==> src/rtl/gpc_pkg.sv <==
package gpc_pkg;

  typedef enum logic [1:0] {
    GS_CLEAN = 2'b00,
    GS_FIXED = 2'b01,
    GS_BAD   = 2'b10
  } gstat_e;

  typedef enum logic {
    GM_ENCODE = 1'b0,
    GM_DECODE = 1'b1
  } gmode_e;

endpackage

==> src/rtl/grid_encoder.sv <==
module grid_encoder #(
  parameter int ROWS = 4,
  parameter int COLS = 3
) (
  input  logic [ROWS*COLS-1:0]            data_bits,
  output logic [(ROWS+1)*(COLS+1)-1:0]    coded
);
  localparam int W = COLS + 1;
  localparam int N = (ROWS + 1) * W;

  logic [N-1:0] body;

  // Data cells plus row check bits; the check row is filled below.
  genvar r, c;
  generate
    for (r = 0; r < ROWS; r++) begin : g_row
      for (c = 0; c < COLS; c++) begin : g_cell
        assign body[r*W+c] = data_bits[r*COLS+c];
      end
      assign body[r*W+COLS] = ^data_bits[r*COLS +: COLS];
    end
    for (c = 0; c < W; c++) begin : g_bot
      assign body[ROWS*W+c] = 1'b0;
    end
  endgenerate

  function automatic logic col_sum(input logic [N-1:0] g, input int col);
    logic acc;
    acc = 1'b0;
    for (int k = 0; k < ROWS; k++) acc ^= g[k*W+col];
    return acc;
  endfunction

  generate
    for (r = 0; r < ROWS; r++) begin : g_copy
      assign coded[r*W +: W] = body[r*W +: W];
    end
    for (c = 0; c < W; c++) begin : g_chk
      assign coded[ROWS*W+c] = col_sum(body, c);
    end
  endgenerate

endmodule

==> src/rtl/grid_syndrome.sv <==
module grid_syndrome #(
  parameter int ROWS = 4,
  parameter int COLS = 3
) (
  input  logic [(ROWS+1)*(COLS+1)-1:0] grid,
  output logic [ROWS:0]                row_fail,
  output logic [COLS:0]                col_fail
);
  localparam int W = COLS + 1;
  localparam int N = (ROWS + 1) * W;

  function automatic logic col_odd(input logic [N-1:0] g, input int col);
    logic acc;
    acc = 1'b0;
    for (int k = 0; k <= ROWS; k++) acc ^= g[k*W+col];
    return acc;
  endfunction

  genvar r, c;
  generate
    for (r = 0; r <= ROWS; r++) begin : g_rf
      assign row_fail[r] = ^grid[r*W +: W];
    end
    for (c = 0; c <= COLS; c++) begin : g_cf
      assign col_fail[c] = col_odd(grid, c);
    end
  endgenerate

endmodule

==> src/rtl/grid_fixer.sv <==
module grid_fixer
  import gpc_pkg::*;
#(
  parameter int ROWS = 4,
  parameter int COLS = 3
) (
  input  logic [(ROWS+1)*(COLS+1)-1:0] grid_in,
  input  logic [ROWS:0]                row_fail,
  input  logic [COLS:0]                col_fail,
  output logic [(ROWS+1)*(COLS+1)-1:0] grid_out,
  output logic [(ROWS+1)*(COLS+1)-1:0] flip_mask,
  output logic [1:0]                   status
);
  localparam int W = COLS + 1;

  logic any_fail;
  logic one_cross;

  assign any_fail  = (|row_fail) | (|col_fail);
  assign one_cross = $onehot(row_fail) && $onehot(col_fail);

  genvar r, c;
  generate
    for (r = 0; r <= ROWS; r++) begin : g_r
      for (c = 0; c <= COLS; c++) begin : g_c
        assign flip_mask[r*W+c] = one_cross & row_fail[r] & col_fail[c];
      end
    end
  endgenerate

  assign grid_out = grid_in ^ flip_mask;

  always_comb begin
    if (!any_fail)      status = GS_CLEAN;
    else if (one_cross) status = GS_FIXED;
    else                status = GS_BAD;
  end

endmodule

==> src/rtl/grid_parity_codec.sv <==
module grid_parity_codec
  import gpc_pkg::*;
#(
  parameter int ROWS = 4,
  parameter int COLS = 3
) (
  input  logic                          clk,
  input  logic                          rst,
  input  logic                          in_valid,
  output logic                          in_ready,
  input  logic                          in_mode,
  input  logic [(ROWS+1)*(COLS+1)-1:0]  in_block,
  output logic                          out_valid,
  output logic [(ROWS+1)*(COLS+1)-1:0]  out_block,
  output logic [1:0]                    out_status,
  output logic [ROWS:0]                 out_row_fail,
  output logic [COLS:0]                 out_col_fail
);
  localparam int W = COLS + 1;
  localparam int N = (ROWS + 1) * W;

  logic            accept;
  logic [ROWS*COLS-1:0] data_bits;
  logic [N-1:0]    enc_grid;
  logic [N-1:0]    fix_grid;
  logic [N-1:0]    flip_mask;
  logic [ROWS:0]   syn_row;
  logic [COLS:0]   syn_col;
  logic [1:0]      fix_status;

  assign in_ready = ~rst;
  assign accept   = in_valid & in_ready;

  genvar r, c;
  generate
    for (r = 0; r < ROWS; r++) begin : g_dr
      for (c = 0; c < COLS; c++) begin : g_dc
        assign data_bits[r*COLS+c] = in_block[r*W+c];
      end
    end
  endgenerate

  grid_encoder #(.ROWS(ROWS), .COLS(COLS)) u_enc (
    .data_bits (data_bits),
    .coded     (enc_grid)
  );

  grid_syndrome #(.ROWS(ROWS), .COLS(COLS)) u_syn (
    .grid     (in_block),
    .row_fail (syn_row),
    .col_fail (syn_col)
  );

  grid_fixer #(.ROWS(ROWS), .COLS(COLS)) u_fix (
    .grid_in   (in_block),
    .row_fail  (syn_row),
    .col_fail  (syn_col),
    .grid_out  (fix_grid),
    .flip_mask (flip_mask),
    .status    (fix_status)
  );

  always_ff @(posedge clk) begin
    if (rst) begin
      out_valid    <= 1'b0;
      out_block    <= '0;
      out_status   <= GS_CLEAN;
      out_row_fail <= '0;
      out_col_fail <= '0;
    end else begin
      out_valid <= accept;
      if (accept) begin
        if (in_mode == GM_DECODE) begin
          out_block    <= fix_grid;
          out_status   <= fix_status;
          out_row_fail <= syn_row;
          out_col_fail <= syn_col;
        end else begin
          out_block    <= enc_grid;
          out_status   <= GS_CLEAN;
          out_row_fail <= '0;
          out_col_fail <= '0;
        end
      end
    end
  end

  // ---------------------------------------------------------------
  // Assertions
  // ---------------------------------------------------------------
  function automatic logic [N-1:0] data_mask_f();
    logic [N-1:0] m;
    m = '0;
    for (int i = 0; i < ROWS; i++)
      for (int j = 0; j < COLS; j++) m[i*W+j] = 1'b1;
    return m;
  endfunction

  localparam logic [N-1:0] DMASK = data_mask_f();

  function automatic logic all_even(input logic [N-1:0] g);
    logic ok;
    logic acc;
    ok = 1'b1;
    for (int i = 0; i <= ROWS; i++) if (^g[i*W +: W]) ok = 1'b0;
    for (int j = 0; j <= COLS; j++) begin
      acc = 1'b0;
      for (int i = 0; i <= ROWS; i++) acc ^= g[i*W+j];
      if (acc) ok = 1'b0;
    end
    return ok;
  endfunction

  a_r10_result_follows: assert property (@(posedge clk) disable iff (rst)
    accept |=> out_valid);

  a_r10_no_spurious: assert property (@(posedge clk) disable iff (rst)
    !accept |=> !out_valid);

  a_r2_encoded_even: assert property (@(posedge clk) disable iff (rst)
    (out_valid && !$past(in_mode)) |-> all_even(out_block));

  a_r4_data_kept: assert property (@(posedge clk) disable iff (rst)
    (out_valid && !$past(in_mode)) |-> ((out_block & DMASK) == ($past(in_block) & DMASK)));

  a_r6_single_flip: assert property (@(posedge clk) disable iff (rst)
    (out_valid && out_status == GS_FIXED) |-> ($countones(out_block ^ $past(in_block)) == 1));

  a_r6_fixed_is_even: assert property (@(posedge clk) disable iff (rst)
    (out_valid && out_status == GS_FIXED) |-> all_even(out_block));

  a_r8_bad_untouched: assert property (@(posedge clk) disable iff (rst)
    (out_valid && out_status == GS_BAD) |-> (out_block == $past(in_block)));

  a_r9_clean_untouched: assert property (@(posedge clk) disable iff (rst)
    (out_valid && out_status == GS_CLEAN && $past(in_mode)) |-> (out_block == $past(in_block)));

  a_r5_clean_no_flags: assert property (@(posedge clk) disable iff (rst)
    (out_status == GS_CLEAN) |-> (out_row_fail == '0 && out_col_fail == '0));

  a_r8_status_legal: assert property (@(posedge clk) disable iff (rst)
    out_status != 2'b11);

  a_r6_mask_single: assert property (@(posedge clk) disable iff (rst)
    $countones(flip_mask) <= 1);

endmodule

==> config.mk <==
export PLATFORM = sky130hd
export DESIGN_NAME = grid_parity_codec
export DESIGN_NICKNAME = d
export VERILOG_FILES = /design/src/rtl/gpc_pkg.sv /design/src/rtl/grid_encoder.sv /design/src/rtl/grid_syndrome.sv /design/src/rtl/grid_fixer.sv /design/src/rtl/grid_parity_codec.sv
export SDC_FILE = /design/constraint.sdc
export NUM_CORES = 1
export LEC_CHECK = 0
export BUFFER_PORTS_ARGS = -buffer_cell sky130_fd_sc_hd__buf_4
export CORE_ASPECT_RATIO = 1.1
export CORE_UTILIZATION = 52
export CTS_BUF_LIST = sky130_fd_sc_hd__clkbuf_4 sky130_fd_sc_hd__clkbuf_8
export CTS_CLUSTER_DIAMETER = 60
export CTS_CLUSTER_SIZE = 12
export DETAILED_ROUTE_END_ITERATION = 7
export GPL_ROUTABILITY_DRIVEN = 0
export GPL_TIMING_DRIVEN = 0
export PLACE_DENSITY = 0.8
export SYNTH_ARGS = -nofsm -noshare
export SYNTH_HDL_FRONTEND = slang
export SYNTH_HIERARCHICAL = 1
export SYNTH_SLANG_ARGS = --single-unit
export TNS_END_PERCENT = 1
==> constraint.sdc <==
create_clock -name clk -period 3.9 [get_ports clk]
set_input_delay 0.39 -clock clk [delete_from_list [all_inputs] [get_ports clk]]
set_output_delay 0.39 -clock clk [all_outputs]
set_load 0.02 [all_outputs]
Word-level counts from Yosys, hierarchy flattened
Cells that the tools add are included.
{ "word_totals": {"out_inout_bits": 33, "input_bits": 24, "ff_bits": 32, "word_cells": 80} }
{ "op_classes": {"n_eq_ne": 2, "reduce_logical": 12, "n_bitwise": 48, "add_sub_neg": 7, "n_mux": 6} }
{ "ops": {"columns": ["cell", "n"], "rows": [
  ["1-bit bitwise AND", 26],
  ["20-bit two-way mux", 1],
  ["4-bit parity", 5],
  ["20-bit XOR", 1],
  ["1-bit XOR", 19],
  ["3-bit parity", 4],
  ["1-bit by 1-bit adder with 2-bit output", 4],
  ["3-bit adder", 2],
  ["3-bit by 1-bit equality test with 1-bit output, second input constant", 2],
  ["2-bit two-way mux", 3],
  ["5-bit two-way mux", 1],
  ["5-bit OR reduction", 1],
  ["4-bit two-way mux", 1],
  ["4-bit OR reduction", 1],
  ["3-bit by 1-bit adder with 3-bit output", 1],
  ["1-bit logical AND", 1],
  ["1-bit NOT", 1],
  ["1-bit bitwise OR", 1]
]} }

Logic depth before layout (Yosys ltp)
Gate-level depths: netlist of the first run.
{ "logic_depth": {"word_depth": 12, "depth_mapped": 15} }

Modules after synthesis
The synthesis of the first run kept the hierarchy.
{ "modules_own_cells": {"columns": ["module", "seq_area_each_um2", "cells_per_inst", "area_per_inst_um2", "n_inst"], "rows": [
  ["grid_parity_codec", 640.6, 142, 1367.6, 1],
  ["grid_fixer", 0.0, 78, 934.6, 1],
  ["grid_encoder", 0.0, 31, 309.0, 1],
  ["grid_syndrome", 0.0, 27, 291.5, 1]
]} }

Least setup slack after synthesis of the first run
OpenSTA, ideal clock, no wires.
{ "synth_path": {"path_kind": "in2reg", "from": "input port in_block[11]", "to": "register out_block[3]", "path_stages": 15, "path_slack_ps": -24, "setup_ps": 86, "t_arrival_ps": 3838, "path_cell_list": "xor2_1 xnor2_1 inv_4 ha_1 inv_1 fa_1 inv_1 ha_1 fa_1 or4b_4 buf_12 nor4_4 xor2_1 mux2i_1 a211oi_1"} }
{ "synth_via": {"word_cells_on_any_way": 16, "cone_classes": "5 x add/sub; 2 x eq/ne; 1 x mux; 6 x bitwise; 2 x reduce/logical"} }
{ "synth_lines": {"columns": ["element", "line_no", "source"], "rows": [
  ["from (decl)", "grid_parity_codec.sv:12", "input logic [(ROWS+1)*(COLS+1)-1:0] in_block,"],
  ["4-bit parity", "grid_syndrome.sv:22", "assign row_fail[r] = ^grid[r*W +: W];"],
  ["net syn_row[2]", "grid_parity_codec.sv:27", "logic [ROWS:0] syn_row;"],
  ["1-bit by 1-bit adder with 2-bit output (implied by the code)", "grid_fixer.sv:20", "assign one_cross = $onehot(row_fail) && $onehot(col_fail);"],
  ["3-bit adder (implied by the code)", "grid_fixer.sv:20", null],
  ["3-bit by 1-bit adder with 3-bit output (implied by the code)", "grid_fixer.sv:20", null],
  ["3-bit by 1-bit equality test with 1-bit output", "grid_fixer.sv:20", null],
  ["1-bit logical AND", "grid_fixer.sv:20", null],
  ["1-bit bitwise AND (2 in series)", "grid_fixer.sv:26", "assign flip_mask[r*W+c] = one_cross & row_fail[r] & col_fail[c];"],
  ["net flip_mask[3]", "grid_parity_codec.sv:26", "logic [N-1:0] flip_mask;"],
  ["20-bit XOR", "grid_fixer.sv:31", "assign grid_out = grid_in ^ flip_mask;"],
  ["net fix_grid[3]", "grid_parity_codec.sv:25", "logic [N-1:0] fix_grid;"],
  ["20-bit two-way mux", "grid_parity_codec.sv:73", "if (in_mode == GM_DECODE) begin"],
  ["to (signal assigned)", "grid_parity_codec.sv:74", "out_block <= fix_grid;"],
  ["to (signal assigned)", "grid_parity_codec.sv:79", "out_block <= enc_grid;"],
  ["to (decl)", "grid_parity_codec.sv:14", "output logic [(ROWS+1)*(COLS+1)-1:0] out_block,"]
]} }
The timed path passes the listed nets, and every way through them passes these cells.
A chain may end at the register's enable or synchronous reset.

Final worst setup path of the first run
{ "layout_path": {"from": "input port in_block[10]", "to": "register out_block[14]"} }
Same word-level chain as after synthesis.

==> impl_metrics.py, run 1 <==
metrics = {
    "die": {
        "die_w_um": 73.2,
        "die_h_um": 80.4,
        "die-area_sq_mm": 0.00589,
        "start_util_pct": 53.8,
        "rows": 28,
        "coreArea_sq_mm": 0.00540,
        "pin_count": 57,
    },
    "yosys": {
        "netlist_area_sq_mm": 0.00290,
        "syn_nets": 314,
        "syn_inst": 278,
        "yosysTopAreaCell": "dfxtp_1",
        "ys_types": 32,
        "synthTopCellsByArea": "dfxtp_1 22%, nor4_4 10%, xor2_1 9.7%",
        "synth-seq-area-share_pct": 22.1,
        "syn_avg_cell_area_sq_um": 10.4,
        "synthDominantCellAreaShare_pct": 22.1,
        "yosys_warnings": 6,
        "synth_flop_cell": "dfxtp_1",
        "synthArstFlopShare_pct": 0,
        "ys_ff_latch": 32,
        "synth-edff-count": 0,
    },
    "clock_network": {
        "cts_sinks": 32,
        "cts_tree": "done",
        "ctsRootBufferMaster": "clkbuf_8",
        "clk_path_buf_depth": 2,
        "numCtsBuffers": 5,
        "cts-htree-levels": 2,
        "clkTransAtPathRegs_ns": 0.07,
        "clk_latency_ns": 0.27,
    },
    "setup_path": {
        "path_class": "input port to register",
        "critPathLaunchType": "input port",
        "slowest_delay_ns": 0.55,
        "r2r-end": "out_block[14]$_SDFFE_PP0P_",
        "rr_worst_depth": 2,
        "crit_start": "in_block[10]",
        "crit-reg2reg-launch": "out_block[14]$_SDFFE_PP0P_",
        "r2r_slack_ns": 3.16,
        "crit_arrival_ns": 4.04,
        "critPathCapture": "out_block[14]$_SDFFE_PP0P_",
        "path_cells": "buf_4 > xor2_2 > xnor2_2 > inv_4 > ha_1 > inv_1 > fa_1 > inv_1 > ha_1 > fa_1 > or4b_4 > buf_12 > nor4_4 > xor2_1 > mux2i_1 > a211oi_1",
        "cp.depth": 16,
        "cp.required_ns": 4.08,
        "critPathMaxFanout": 10,
        "end_kind": "register",
        "cp_slowest_cell": "or4b_4",
        "cpLargestDelayFamily": "adder cells",
        "critical_path_buf_inv_count": 5,
    },
    "place": {
        "hpwl_um": 5010,
        "pre_cts_slack_ns": -0.477,
        "dpl-instance-area_sq_mm": 0.00340,
        "io_buffers": 53,
        "place_inst": 406,
    },
    "timing": {
        "worstMarginPinSlew_ns": 0.682,
        "slew_headroom_pct": 54.2,
        "clock_skew_ns": 0,
        "hold_ws_ns": 0.430,
        "rsz0062_at_grt": "yes",
        "timing.final.crit_share_pct": 99.0,
        "final_hold_viol_count": 0,
        "drv_slew": 0,
        "fin_ws_ns": 0.0389,
        "period_needed_ns": 3.86,
        "fmax_ghz": 0.259,
        "setup_viol": 0,
    },
    "global_routing": {
        "antenna_found_initial": 0,
        "grt_max_degree": 11,
        "grt_pass1_wl_um": 10300,
        "grt_usage_pct": 23.4,
        "overflow": 0,
        "grt_pass1_vias": 2085,
    },
    "finish": {
        "drive_gt1_share_pct": 42.2,
        "stdcell_area_sq_mm": 0.00371,
        "n_antenna_cell": 0,
        "final_common_cell": "buf_4",
        "mostFrequentLayoutCells": "74 x buf_4, 32 x dfxtp_1, 28 x xor2_1, 22 x nor2_1, 20 x mux2i_1",
        "area_growth_pct": 27.7,
        "nNetsFinal": 383,
        "final_cells": 423,
    },
    "route": {
        "drt-pass1-iter-count": 4,
        "drtIter0Drc": 56,
        "route.detailed.wl_per_inst_um": 15.6,
        "drcViolationCount": 0,
        "via_per_inst": 5.22,
        "finalWirelength_um": 6590,
        "final_antenna_net_count": 0,
        "route.vias.total": 2206,
    },
    "status": {
        "outcome": "completed",
    },
    "power_and_ir_drop": {
        "leakage_nw": 1.69,
        "p_per_area_mw_per_mm2": 483,
        "design_power_total_mw": 1.79,
        "peakVddDrop_mv": 0.785,
    },
    "flow_run": {
        "cap_violations": 0,
    },
    "worst_hold_path": {
        "hold_class": "input port to register",
    },
}
[worst register-to-register path: cells and delay by family, from the launching register on]
family           cells  cell delay, ns
AO/OA/AOI/OAI        1            0.25
AND/OR/NAND/NOR      1            0.06
flip-flops           1            0.34
[area by class of cell]
class | instances | area [sq um]
multi-input cells | 202 | 2050
fillers | 425 | 1690
flip-flops and latches | 32 | 641
repair buffers | 62 | 465
plain buffers | 31 | 248
inverters | 13 | 95.1
well taps | 75 | 93.8
clock buffers | 6 | 76.3
clock inverters | 2 | 35.0
[how the worst min path moves through the flow]
| stage | endpoint | slack, ns | startpoint | cells past startpoint |
|---|---|---|---|---|
| floorplan | out_col_fail[3]$_SDFFE_PP0P_ | 0.54 | out_col_fail[3]$_SDFFE_PP0P_ | 2 |
| global placement | out_row_fail[2]$_SDFFE_PP0P_ | 0.46 | out_row_fail[2]$_SDFFE_PP0P_ | 2 |
| detailed placement | out_row_fail[2]$_SDFFE_PP0P_ | 0.46 | out_row_fail[2]$_SDFFE_PP0P_ | 2 |
| CTS | out_valid$_SDFF_PP0_ | 0.40 | rst | 2 |
| global route | out_valid$_SDFF_PP0_ | 0.46 | rst | 2 |
| finish | out_valid$_SDFF_PP0_ | 0.43 | rst | 2 |
[power breakdown]
part / internal (mW) / leakage, nW / switching [mW]
logic: 0.422 / 1.36 / 0.683
registers: 0.355 / 0.264 / 0.0136
clock network: 0.196 / 0.0586 / 0.121
total: 0.974 / 1.69 / 0.817
[per-layer routing]
metal / GRT usage, % / wire, um
met1: 28.1 / 2710
met2: 43.0 / 3530
met3: 3.01 / 235
met4: 6.47 / 119
met5: 0 / 0
[stage by stage]
step,utilization (%),TNS [ns]
after global placement,63.1,-7.32
after detailed placement,63.1,-8.05
after global routing,68.7,-0.224
after CTS,66.9,0
after floorplan,-,0
final,68.7,0
[flip-flops by register name, summed over array words and instances, names as in the netlist]
name          flops
out_col_fail      4
out_status        2
out_valid         1
out_block        20
out_row_fail      5
[cell families (layout without fill, tap and decap cells)]
group,Yosys count,in the layout,share of synthesized area [%]
AOI/OAI and AO/OA,31,31,7.24
xor gates and xnor gates,65,65,23.5
adders and majority gates,12,12,5.95
buffers and inverters,44,114,11.8
DFF,32,32,22.1
muxes,20,20,6.90
and+or+nand+nor,74,74,22.5
[Yosys cell counts (2+ instances only)]
| library cell | instances |
|---|---|
| a211oi_1 | 19 |
| a21oi_1 | 11 |
| buf_12 | 4 |
| buf_2 | 11 |
| buf_4 | 12 |
| bufinv_8 | 3 |
| clkbuf_1 | 3 |
| dfxtp_1 | 32 |
| fa_1 | 3 |
| ha_1 | 9 |
| inv_1 | 5 |
| inv_2 | 3 |
| inv_4 | 2 |
| mux2i_1 | 20 |
| nand2_1 | 5 |
| nand2b_1 | 12 |
| nand3_1 | 11 |
| nor2_1 | 22 |
| nor3_4 | 4 |
| nor4_2 | 2 |
| nor4_4 | 14 |
| xnor2_1 | 24 |
| xnor2_2 | 2 |
| xnor3_1 | 6 |
| xor2_1 | 32 |
[repair_timing]
item                                    in CTS  in global routing
hold buffers                                 0                  0
endpoints found under the hold margin        0                  0
resized for setup                            9                  8
buffers inserted                             4                  5
pin swaps                                    4                 17
endpoints found under the setup margin      19                 19
Note: power is estimated with default switching activity, not from simulation.
==> run 2: changes to the inputs <==
Settings changed: PLACE_DENSITY 0.8 to 0.79.
==> run 2 against run 1 <==
  * The run now ends with setup timing left
  * Final area grew 1.1%
  * Register-to-register slack better by 0.03 ns
  * Critical path depth stayed put
  * Worst setup slack worse by 0.061 ns
  * Clock skew unchanged
  * Global-route usage up 0.75 points
  * First-iteration DRC count rose by 89%
  * Critical path type unchanged
  * Critical endpoint is now out_block[17]$_SDFFE_PP0P_
  * Largest cell class unchanged
  * Largest power group unchanged
  * Highest routed layer unchanged
==> impl_metrics.py, run 2 (synthesized netlist as in run 1, its figures left out) <==
metrics = {
    "status": {
        "violations": "setup timing",
        "outcome": "complete, but fails checks",
    },
    "route": {
        "drt-pass1-iter-count": 4,
        "drcViolationCount": 0,
        "route.vias.total": 2236,
        "finalWirelength_um": 6850,
        "final_antenna_net_count": 0,
        "drtIter0Drc": 106,
        "via_per_inst": 5.27,
        "route.detailed.wl_per_inst_um": 16.2,
    },
    "clock_network": {
        "clk_path_buf_depth": 2,
        "cts_hold_buf": 0,
        "cts-htree-levels": 2,
        "numCtsBuffers": 5,
        "clk_latency_ns": 0.29,
        "clkTransAtPathRegs_ns": 0.07,
        "cts_sinks": 32,
        "ctsRootBufferMaster": "clkbuf_8",
        "cts_tree": "done",
    },
    "power_and_ir_drop": {
        "peakVddDrop_mv": 0.569,
        "leakage_nw": 1.71,
        "p_per_area_mw_per_mm2": 505,
    },
    "die": {
        "die-area_sq_mm": 0.00589,
        "die_h_um": 80.4,
        "start_util_pct": 53.8,
        "coreArea_sq_mm": 0.00540,
        "pin_count": 57,
        "rows": 28,
        "die_w_um": 73.2,
    },
    "setup_path": {
        "crit_arrival_ns": 4.13,
        "r2r_slack_ns": 3.19,
        "critPathMaxFanout": 6,
        "end_kind": "register",
        "critPathLaunchType": "input port",
        "cp.required_ns": 4.11,
        "path_class": "input port to register",
    },
    "timing": {
        "fin_ws_ns": -0.0224,
        "final_hold_viol_count": 0,
        "setup_viol": 2,
        "slew_headroom_pct": 51.9,
        "timing.final.crit_share_pct": 101,
        "clock_skew_ns": 0,
        "hold_ws_ns": 0.414,
        "drv_slew": 0,
        "period_needed_ns": 3.92,
        "fmax_ghz": 0.255,
        "rsz0062_at_grt": "yes",
        "worstMarginPinSlew_ns": 0.716,
    },
    "global_routing": {
        "antenna_found_initial": 0,
        "overflow": 0,
        "grt_pass1_wl_um": 10400,
        "grt_max_degree": 12,
        "grt_pass1_vias": 2025,
        "grt_usage_pct": 24.1,
    },
    "finish": {
        "regArea_sq_um": 641,
        "nNetsFinal": 384,
        "largest_reg_flops": 20,
        "multiInputGateArea_sq_mm": 0.00205,
        "area_growth_pct": 29.1,
        "largest-register": "out_block",
        "drive_gt1_share_pct": 42.7,
        "fillCellCount": 427,
        "mostFrequentLayoutCells": "72 x buf_4, 32 x dfxtp_1, 29 x xor2_1, 22 x nor2_1, 20 x mux2i_1",
        "n_antenna_cell": 0,
        "stdcell_area_sq_mm": 0.00375,
        "final_common_cell": "buf_4",
        "top_regs": "out_block: 20 flops, out_row_fail: 5 flops, out_col_fail: 4 flops",
    },
    "place": {
        "dpl-instance-area_sq_mm": 0.00340,
        "io_buffers": 53,
        "hpwl_um": 4910,
    },
    "flow_run": {
        "cap_violations": 0,
    },
    "worst_hold_path": {
        "hold_class": "input port to register",
    },
}
run 2: worst max-delay path: stages:
cell      delay (ns)
buf_4           0.15
xnor2_2         0.16
xnor2_2         0.28
inv_4           0.08
ha_4            0.26
inv_1           0.04
fa_1            0.49
inv_1           0.05
ha_2            0.16
fa_1            0.43
or4b_4          0.64
buf_12          0.19
nor3_4          0.22
xor2_2          0.21
mux2i_1         0.12
a211oi_1        0.24
run 2: metrics by stage:
step / utilization, % / worst slack [ns] / power, mW / TNS, ns / cells
floorplan: - / 0.0424 / 1.19 / 0 / 278
global placement: 63.1 / -0.464 / 1.38 / -7.87 / 406
detailed placement: 63.1 / -0.542 / 1.40 / -8.96 / 406
CTS: 66.9 / 0.00471 / 1.75 / 0 / 418
global route: 69.5 / -0.133 / 1.98 / -1.33 / 424
finish: 69.5 / -0.0224 / 1.89 / -0.0250 / 424
run 2: cell type report:
class	count	area share [%]
Buffer	31	6.61
Clock buffer	5	1.84
Clock inverter	3	1.13
Inverter	13	2.54
Multi-Input combinational cell	202	54.6
Sequential cell	32	17.1
Tap cell	75	2.50
Timing Repair Buffer	63	13.7
run 2: what timing repair did:
action | CTS | global route
pin swaps | 4 | 34
setup buffers | 4 | 4
endpoints found under the setup margin | 19 | 20
resized for setup | 9 | 9
gates cloned | 0 | 2
run 2: per-layer routing:
metal | GRT usage (%) | vias up | wire (um)
met5 | 0 | - | 0
met4 | 10.0 | 0 | 206
met3 | 3.89 | 20 | 294
met2 | 40.7 | 78 | 3560
met1 | 30.2 | 1063 | 2790
li1 | - | 1075 | -
run 2: where the power goes:
part	switching [mW]	leakage (nW)	internal, mW
combinational	0.715	1.39	0.490
clock	0.130	0.0541	0.189
sequential	0.0138	0.264	0.355
run 2: final timing paths:
check                                                  start                           end  depth (start not counted)
worst max-delay path                             in_block[9]    out_block[17]$_SDFFE_PP0P_                         16
worst min-delay path                                     rst          out_valid$_SDFF_PP0_                          2
worst max register to register     out_block[2]$_SDFFE_PP0P_     out_block[2]$_SDFFE_PP0P_                          2
worst min register to register  out_col_fail[0]$_SDFFE_PP0P_  out_col_fail[0]$_SDFFE_PP0P_                          2
